## src/rtl/pmm_pkg.sv

```systemverilog
package pmm_pkg;
  localparam logic [15:0] PORT_BANK = 16'h7FFD;
  localparam logic [15:0] PORT_ROMX = 16'h1FFD;
  localparam logic [15:0] PORT_BHI  = 16'hDFFD;
  localparam logic [7:0]  ROM_CODE  = 8'hFF;

  typedef struct packed {
    logic [3:0] bank_hi;
    logic       rom_hi;
    logic       lock;
    logic       rom_lo;
    logic [2:0] bank_lo;
  } legacy_t;

  function automatic logic [7:0] boot_page(input int slot);
    case (slot)
      0, 1:    boot_page = ROM_CODE;
      2:       boot_page = 8'd10;
      3:       boot_page = 8'd11;
      4:       boot_page = 8'd4;
      5:       boot_page = 8'd5;
      6:       boot_page = 8'd0;
      default: boot_page = 8'd1;
    endcase
  endfunction
endpackage

```

## src/rtl/pmm_legacy_ports.sv

```systemverilog
module pmm_legacy_ports
  import pmm_pkg::*;
#(
  parameter int BANK_W = 7
) (
  input  logic              clk,
  input  logic              rst,
  input  logic              io_wr,
  input  logic [15:0]       io_port,
  input  logic [7:0]        io_data,
  output legacy_t           st,
  output logic              remap_stb,
  output logic [BANK_W-1:0] remap_bank
);
  logic hit_bank, hit_romx, hit_bhi;
  logic [2:0] lo_n;
  logic [3:0] hi_n;

  always_comb begin
    hit_bank   = io_wr && !st.lock && (io_port == PORT_BANK);
    hit_romx   = io_wr && !st.lock && (io_port == PORT_ROMX);
    hit_bhi    = io_wr && !st.lock && (io_port == PORT_BHI);
    lo_n       = hit_bank ? io_data[2:0] : st.bank_lo;
    hi_n       = hit_bhi  ? io_data[3:0] : st.bank_hi;
    remap_stb  = hit_bank || hit_bhi;
    remap_bank = BANK_W'({hi_n, lo_n});
  end

  always_ff @(posedge clk) begin
    if (rst) begin
      st <= '0;
    end else begin
      if (hit_bank) begin
        st.bank_lo <= io_data[2:0];
        st.rom_lo  <= io_data[4];
        st.lock    <= io_data[5];
      end
      if (hit_romx) st.rom_hi  <= io_data[2];
      if (hit_bhi)  st.bank_hi <= io_data[3:0];
    end
  end
endmodule

```

## src/rtl/pmm_slot_table.sv

```systemverilog
module pmm_slot_table
  import pmm_pkg::*;
#(
  parameter int SLOT_N = 8,
  parameter int PAGE_W = 8,
  localparam int SLOT_W = $clog2(SLOT_N),
  localparam int BANK_W = PAGE_W - 1
) (
  input  logic                          clk,
  input  logic                          rst,
  input  logic                          slot_wr,
  input  logic [SLOT_W-1:0]             slot_idx,
  input  logic [PAGE_W-1:0]             slot_data,
  input  logic                          remap_stb,
  input  logic [BANK_W-1:0]             remap_bank,
  output logic [SLOT_N-1:0][PAGE_W-1:0] tbl
);
  for (genvar s = 0; s < SLOT_N; s++) begin : g_slot
    localparam bit IS_TOP = (s >= SLOT_N - 2);
    localparam logic HALF = 1'(s - (SLOT_N - 2));
    always_ff @(posedge clk) begin
      if (rst) begin
        tbl[s] <= PAGE_W'(boot_page(s));
      end else if (slot_wr && (slot_idx == SLOT_W'(s))) begin
        tbl[s] <= slot_data;
      end else if (IS_TOP && remap_stb) begin
        tbl[s] <= {remap_bank, HALF};
      end
    end
  end
endmodule

```

## src/rtl/pmm_xlate.sv

```systemverilog
module pmm_xlate
  import pmm_pkg::*;
#(
  parameter int SLOT_N    = 8,
  parameter int PAGE_W    = 8,
  parameter int RAM_PAGES = 224,
  localparam int SLOT_W = $clog2(SLOT_N),
  localparam int OFF_W  = 16 - SLOT_W,
  localparam int PHYS_W = PAGE_W + OFF_W
) (
  input  logic                          clk,
  input  logic                          rst,
  input  logic [15:0]                   cpu_addr,
  input  logic [SLOT_N-1:0][PAGE_W-1:0] tbl,
  input  legacy_t                       st,
  input  logic                          altrom_en,
  output logic [PHYS_W-1:0]             phys_addr,
  output logic                          rom_sel,
  output logic                          alt_sel,
  output logic                          unmapped
);
  logic [SLOT_W-1:0] slot;
  logic [PAGE_W-1:0] page;
  logic              hit_rom;
  logic [15:0]       rom_addr;

  always_comb begin
    slot     = cpu_addr[15 -: SLOT_W];
    page     = tbl[slot];
    hit_rom  = (cpu_addr[15:14] == 2'b00) && (page == PAGE_W'(ROM_CODE));
    rom_addr = altrom_en ? {1'b0, st.rom_lo, cpu_addr[13:0]}
                         : {st.rom_hi, st.rom_lo, cpu_addr[13:0]};
  end

  always_ff @(posedge clk) begin
    if (rst) begin
      phys_addr <= '0;
      rom_sel   <= 1'b0;
      alt_sel   <= 1'b0;
      unmapped  <= 1'b0;
    end else if (hit_rom) begin
      phys_addr <= PHYS_W'(rom_addr);
      rom_sel   <= 1'b1;
      alt_sel   <= altrom_en;
      unmapped  <= 1'b0;
    end else begin
      phys_addr <= {page, cpu_addr[OFF_W-1:0]};
      rom_sel   <= 1'b0;
      alt_sel   <= 1'b0;
      unmapped  <= (int'(page) >= RAM_PAGES);
    end
  end
endmodule

```

## src/rtl/mem_page_mapper.sv

```systemverilog
module mem_page_mapper
  import pmm_pkg::*;
#(
  parameter int SLOT_N    = 8,
  parameter int PAGE_W    = 8,
  parameter int RAM_PAGES = 224,
  localparam int SLOT_W = $clog2(SLOT_N),
  localparam int PHYS_W = PAGE_W + 16 - SLOT_W
) (
  input  logic              clk,
  input  logic              rst,
  input  logic [15:0]       cpu_addr,
  input  logic              io_wr,
  input  logic [15:0]       io_port,
  input  logic [7:0]        io_data,
  input  logic              slot_wr,
  input  logic [SLOT_W-1:0] slot_idx,
  input  logic [PAGE_W-1:0] slot_data,
  input  logic              altrom_en,
  input  logic [7:0]        mem_rdata,
  output logic [PHYS_W-1:0] phys_addr,
  output logic              rom_sel,
  output logic              alt_sel,
  output logic              unmapped,
  output logic [7:0]        cpu_rdata
);
  legacy_t                       legacy_st;
  logic                          remap_stb;
  logic [PAGE_W-2:0]             remap_bank;
  logic [SLOT_N-1:0][PAGE_W-1:0] slot_tbl;

  pmm_legacy_ports #(.BANK_W(PAGE_W - 1)) u_ports (
    .clk(clk), .rst(rst), .io_wr(io_wr), .io_port(io_port), .io_data(io_data),
    .st(legacy_st), .remap_stb(remap_stb), .remap_bank(remap_bank)
  );

  pmm_slot_table #(.SLOT_N(SLOT_N), .PAGE_W(PAGE_W)) u_table (
    .clk(clk), .rst(rst), .slot_wr(slot_wr), .slot_idx(slot_idx),
    .slot_data(slot_data), .remap_stb(remap_stb), .remap_bank(remap_bank),
    .tbl(slot_tbl)
  );

  pmm_xlate #(.SLOT_N(SLOT_N), .PAGE_W(PAGE_W), .RAM_PAGES(RAM_PAGES)) u_xlate (
    .clk(clk), .rst(rst), .cpu_addr(cpu_addr), .tbl(slot_tbl), .st(legacy_st),
    .altrom_en(altrom_en), .phys_addr(phys_addr), .rom_sel(rom_sel),
    .alt_sel(alt_sel), .unmapped(unmapped)
  );

  assign cpu_rdata = unmapped ? 8'hFF : mem_rdata;
endmodule

```

## config.mk

```make
export PLATFORM = sky130hd
export DESIGN_NAME = mem_page_mapper
export DESIGN_NICKNAME = d
export VERILOG_FILES = /design/src/rtl/pmm_pkg.sv /design/src/rtl/pmm_legacy_ports.sv /design/src/rtl/pmm_slot_table.sv /design/src/rtl/pmm_xlate.sv /design/src/rtl/mem_page_mapper.sv
export SDC_FILE = /design/constraint.sdc
export NUM_CORES = 1
export LEC_CHECK = 0
export BUFFER_PORTS_ARGS = -buffer_cell sky130_fd_sc_hd__buf_2
export CELL_PAD_IN_SITES_DETAIL_PLACEMENT = 1
export CELL_PAD_IN_SITES_GLOBAL_PLACEMENT = 1
export CORE_ASPECT_RATIO = 0.8
export CORE_MARGIN = 1.5
export CORE_UTILIZATION = 36
export DETAILED_ROUTE_END_ITERATION = 7
export PLACE_DENSITY = 0.82
export SLEW_MARGIN = 10
export SYNTH_ARGS = -nofsm -noshare
export SYNTH_HDL_FRONTEND = slang
export SYNTH_SLANG_ARGS = --single-unit
export TNS_END_PERCENT = 10
```

## constraint.sdc

```tcl
create_clock -name clk -period 2.02 [get_ports clk]
set_clock_uncertainty 0.05 [all_clocks]
set_input_delay 0.404 -clock clk [delete_from_list [all_inputs] [get_ports clk]]
set_output_delay 0.404 -clock clk [all_outputs]
set_load 0.05 [all_outputs]
```

==> Yosys cells after proc, flatten, opt, wreduce, memory -nomap -nowiden <==
Cells that the tools add are included.
{ "word_totals": {"ff_bits": 98, "latch_bits": 0, "ramBits": 0, "rom_bits": 0, "n_memories": 0} }
{ "op_classes": {"n_addsub": 0, "multipliers": 0, "n_div": 0, "n_lt_le_gt_ge": 2, "eq_ne": 11, "n_shift": 0, "n_mux": 12, "bitwise": 1, "reduce_logical": 21} }
{ "op_table": {"columns": ["cell", "count"], "rows": [
  ["$mux 8", 6],
  ["$mux 16", 2],
  ["$bmux 8 s3", 1],
  ["$eq 16x13->1 const B", 1],
  ["$eq 16x15->1 const B", 1],
  ["$eq 16x16->1 const B", 1],
  ["$logic_and 1x1->1", 13],
  ["$eq 3x3->1 const B", 4],
  ["$eq 8x8->1 const B", 1],
  ["$ge 8x8->1 const B", 1],
  ["$eq 3x2->1 const B", 2],
  ["$lt 3x4->1 const B", 1],
  ["$mux 4", 1],
  ["$reduce_bool 2->1", 2],
  ["$reduce_or 2->1", 2],
  ["$eq 3x1->1 const B", 1],
  ["$logic_not 3->1", 1],
  ["$mux 3", 1],
  ["$logic_not 2->1", 1],
  ["$logic_not 1->1", 1],
  ["$logic_or 1x1->1", 1],
  ["$mux 1", 1],
  ["$not 1->1", 1]
]} }

==> Logic depth before layout (Yosys ltp) <==
{ "depth": {"ltp_word": 6, "mapped_depth": 8, "ltp_nobuf": 5} }

==> By module <==
Synthesis repeated with hierarchy kept, for this count alone.
{ "hier_totals": {"hier_cells": 431, "hier_area_um2": 4513.1} }
{ "by_module_without_submodules": {"columns": ["module", "n_inst", "cells_each", "area_per_inst_um2"], "rows": [
  ["pmm_slot_table", 1, 264, 2608.8],
  ["pmm_xlate", 1, 91, 1320.0],
  ["pmm_legacy_ports", 1, 68, 534.3],
  ["mem_page_mapper", 1, 8, 50.0]
]} }

==> Worst setup path before layout <==
No wires, ideal clock.
{ "synth_timing": {"kind": "input to register", "startpoint": "input io_port[1]", "endpoint": "register, netlist name u_ports.st[5]", "setup_ns": 0.128, "t_arrival_ns": 1.825, "t_required_ns": 1.842, "setup_slack_ns": 0.018, "cell_stages": 5, "path_buffers": 0, "path_cell_list": "nand4bb_4 -> or4_4 -> or4_1 -> mux2i_1 -> nor2_1"} }
{ "synth_via": {"elab_chain_cells": 2} }
{ "synth_lines": {"columns": ["item", "line", "rtl"], "rows": [
  ["from (decl)", "mem_page_mapper.sv:14", "input logic [15:0] io_port,"],
  ["$eq 16x13->1", "pmm_legacy_ports.sv:21", "hit_romx = io_wr && !st.lock && (io_port == PORT_ROMX);"],
  ["$logic_and 1x1->1", "pmm_legacy_ports.sv:21", null]
]} }
Every way passes these cells.
A chain may end at the register's enable or synchronous reset.

==> Final worst setup path <==
{ "layout_timing": {"startpoint": "register, netlist name u_ports.st[4]", "endpoint": "register u_table.tbl[49] in the netlist's numbering"} }
{ "layout_via": {"elab_chain_cells": 6} }
{ "layout_lines": {"columns": ["item", "line", "rtl"], "rows": [
  ["$logic_not 1->1 (*)", "pmm_legacy_ports.sv:20, pmm_legacy_ports.sv:22", null],
  ["$logic_and 1x1->1 (*)", "pmm_legacy_ports.sv:20, pmm_legacy_ports.sv:22", null],
  ["$logic_and 1x1->1", "pmm_legacy_ports.sv:20", "hit_bank = io_wr && !st.lock && (io_port == PORT_BANK);"],
  ["$mux 3", "pmm_legacy_ports.sv:23", "lo_n = hit_bank ? io_data[2:0] : st.bank_lo;"],
  ["$mux 8", "pmm_slot_table.sv:26", "end else if (IS_TOP && remap_stb) begin"],
  ["$mux 8", "pmm_slot_table.sv:24", "end else if (slot_wr && (slot_idx == SLOT_W'(s))) begin"],
  ["to (signal, indexed assignment)", "pmm_slot_table.sv:23", "tbl[s] <= PAGE_W'(boot_page(s));"],
  ["to (signal, indexed assignment)", "pmm_slot_table.sv:25", "tbl[s] <= slot_data;"],
  ["to (signal, indexed assignment)", "pmm_slot_table.sv:27", "tbl[s] <= {remap_bank, HALF};"],
  ["to (decl)", "pmm_slot_table.sv:16", "output logic [SLOT_N-1:0][PAGE_W-1:0] tbl"]
]} }
Every way passes the cells marked *; elsewhere a longest branch is shown, timed or not. The select of a mux whose other input is x is not followed.

==> flow_metrics.tcl <==
set metrics [dict create \
    synth_ff_type "dfxtp_1" \
    synth.yosys.seq_area_share_pct 45.8 \
    finalWeightedCongestion 0.861 \
    die_h_um 101 \
    htree_levels 3 \
    synthDistinctLibCells 41 \
    fmax_ghz 0.506 \
    dieWidth_um 125 \
    status "finished, final reports clean" \
    end_kind "flip-flop" \
    powerDensity_nw_per_um2 826 \
    whs_path_depth 2 \
    fillCellCount 1356 \
    post-dp-hpwl_mm 9.65 \
    reg2regPathDepth 6 \
    rsz0062_at_grt "true" \
    reg2reg_slack_ns 0.04 \
    syn_nets 530 \
    drt_iter0_drc 238 \
    ios 96 \
    clkTransAtPathRegs_ns 0.07 \
    fin_crit_sh_pct 97.9 \
    synth_top_area_share_pct 45.8 \
    hold_buffers 0 \
    routed_via_density 5.43 \
    hp-class "input pin to flip-flop" \
    drc 0 \
    grt_usage_pct 21.6 \
    synth-seq-cells 98 \
    holdWs_ns 0.210 \
    synthesis.area_um2 4280 \
    r2r-start "u_ports.st[4]" \
    ant_nets 0 \
    critPathBufInv 1 \
    period_needed_ns 1.98 \
    preCtsSetupSlack_ns -0.269 \
    io_buffers 93 \
    grt_pass1_wl_mm 21.1 \
    worstPathRequired_ns 2.22 \
    setup_viol 0 \
    cp-start-kind "flip-flop" \
    initial_core_util_pct 37.1 \
    clk_latency_ns 0.35 \
    fin_nets 637 \
    synthArstFlopShare_pct 0 \
    hold_end "u_xlate.phys_addr[10]" \
    cts-root-buf "clkbuf_16" \
    synth-xor-area-share_pct 0 \
    critPathKind "flip-flop to flip-flop" \
    num_rows 35 \
    max_stage_delay_ns 0.49 \
    critical_path.slowest_cell "or4_4" \
    regToRegEndpoint "u_table.tbl[49]" \
    overflow 0 \
    max-slew-margin-rel_pct 69.5 \
    maxCapViolCount 0 \
    antenna_found_initial 0 \
    n_antenna_cell 0 \
    leakage_uw 0.00235 \
    synth_top_family_by_area "simple AND/OR/NAND/NOR gates" \
    setup_tns_ns 0 \
    crit_fanout 5 \
    finalHoldViolCount 0 \
    fp.dieArea_um2 12600 \
    via_count 3941 \
    drv_slew 0 \
    min_from "cpu_addr[10]" \
    wire_per_inst_um 18.1 \
    synth-simple-area-share_pct 29.0 \
    drive_gt1_share_pct 31.8 \
    synth_fa_ha_area_share_pct 0 \
    yosysWarningCount 0 \
    clkSinkCount 98 \
    cts_max_path_buffers 2 \
    tritoncts "yes" \
    wirelength_mm 13.1 \
    synth_area_per_cell_um2 9.19 \
    synth_edf_count 0 \
    grt_max_degree 60 \
    max_slew.worst_pin.slew_ns 0.457 \
    synthCells 466 \
    synth_compound_gate_area_share_pct 6.98 \
    fin_ws_ns 0.0425 \
    synth.area.top_cells "dfxtp_1 (46%), nand2_1 (8.8%), mux4_2 (8.4%), mux2i_1 (5.1%), nand3b_1 (4.2%)" \
    grt_pass1_vias 4083 \
    max-vdd-ir-drop_v 0.000406 \
    design.core.area_um2 11600 \
    drt-pass1-iter-count 4 \
    path_cells "nand4bb_4 -> or4_4 -> o31ai_4 -> buf_4 -> nor2_1 -> nor4_1" \
    crit_family "simple AND/OR/NAND/NOR gates" \
    areaGrowthSynthToFinish_pct 26.5 \
    worstPathArrival_ns 2.18 \
    synth_mux_area_share_pct 14.3 \
    critPathLaunch "u_ports.st[4]" \
    cts_buffers 9 \
    synth_top_area_cell "dfxtp_1" \
]
==> worst max-delay path by stage <==
stage / endpoint / slack [ns] / cells past startpoint
4_1_cts: u_table.tbl[49] / 0.02 / 6
3_5_place_dp: u_xlate.phys_addr[14] / -0.27 / 6
3_3_place_gp: u_xlate.phys_addr[14] / -0.16 / 6
6_report: u_table.tbl[49] / 0.04 / 6
2_1_floorplan: u_ports.st[5] / 0.02 / 5
5_1_grt: u_table.tbl[55] / -0.02 / 6
==> per-layer routing <==
metal	wire (um)	vias up	track usage (%)
met5	0	-	0
met4	144	0	4.90
met3	786	12	5.52
met2	6650	126	39.4
met1	5550	1982	25.9
li1	-	1821	-
==> synthesized netlist by cell type (10+ instances only) <==
cell      number
a21oi_1       25
clkbuf_1      21
dfxtp_1       98
mux2i_1       22
mux4_2        16
nand2_1      100
nand3_1       14
nand3b_1      24
nor2_1        40
nor2b_1       18
nor3_1        13
or2_2         10
==> what timing repair did <==
| item | CTS | global route |
|---|---|---|
| hold endpoints to repair | 0 | 0 |
| pin swaps | 2 | 2 |
| buffers inserted | 1 | 0 |
| resized for setup | 0 | 3 |
| setup endpoints to repair | 3 | 7 |
==> sequential cells by signal (all words and copies together), names as in the netlist <==
register / count
u_table.tbl: 64
u_xlate.rom_sel: 1
u_ports.st: 10
u_xlate.phys_addr: 21
u_xlate.unmapped: 1
u_xlate.alt_sel: 1
==> power by group <==
group	total (uW)	internal [uW]	leakage [uW]	switching, uW
registers	2020	1990	0.000799	28.9
clock network	1850	1080	0.000151	769
logic	605	234	0.00140	371
total	4480	3310	0.00235	1170
==> final cells by class <==
cell class / count / area, um2 / share of cell area (%)
clock buffer: 9 / 225 / 4.15
inverter: 3 / 11.3 / 0.208
tap: 148 / 185 / 3.42
timing repair buffer: 129 / 773 / 14.3
multi-input combinational: 332 / 2170 / 40.0
clock inverter: 7 / 93.8 / 1.73
sequential: 98 / 1960 / 36.2
==> logic make-up (layout without fill, tap and decap cells) <==
group / Yosys count / in the layout
buffers and inverters: 36 / 148
muxes: 40 / 40
DFF: 98 / 98
and+or+nand+nor: 248 / 248
AOI/OAI and AO/OA: 44 / 44
==> layout by cell type, fill, tap and decap left out, types with 2 or more instances in the layout <==
master / count
nand2_1: 100
dfxtp_1: 98
buf_2: 93
nor2_1: 40
buf_4: 33
a21oi_1: 25
nand3b_1: 24
mux2i_1: 21
nor2b_1: 18
mux4_2: 16
nand3_1: 14
nor3_1: 13
or2_2: 10
clkbuf_16: 9
o22ai_1: 7
nor4_1: 5
and2_1: 4
nand4_1: 4
nand2b_1: 4
nor4_2: 3
inv_1: 3
a22oi_1: 3
nor3b_1: 3
buf_12: 3
o31ai_4: 2
bufinv_16: 2
clkinv_2: 2
clkinvlp_4: 2
==> through the flow <==
step | instances | utilization, % | power, uW | instance area (um2)
after global placement | 709 | 43.9 | 2640 | 5080
after global routing | 726 | 46.9 | 4640 | 5420
after floorplan | 466 | - | 2440 | 4280
after CTS | 726 | 46.8 | 4500 | 5410
final | 726 | 46.9 | 4480 | 5420
after detailed placement | 709 | 43.9 | 2660 | 5080
(Power assumes the default switching activity.)
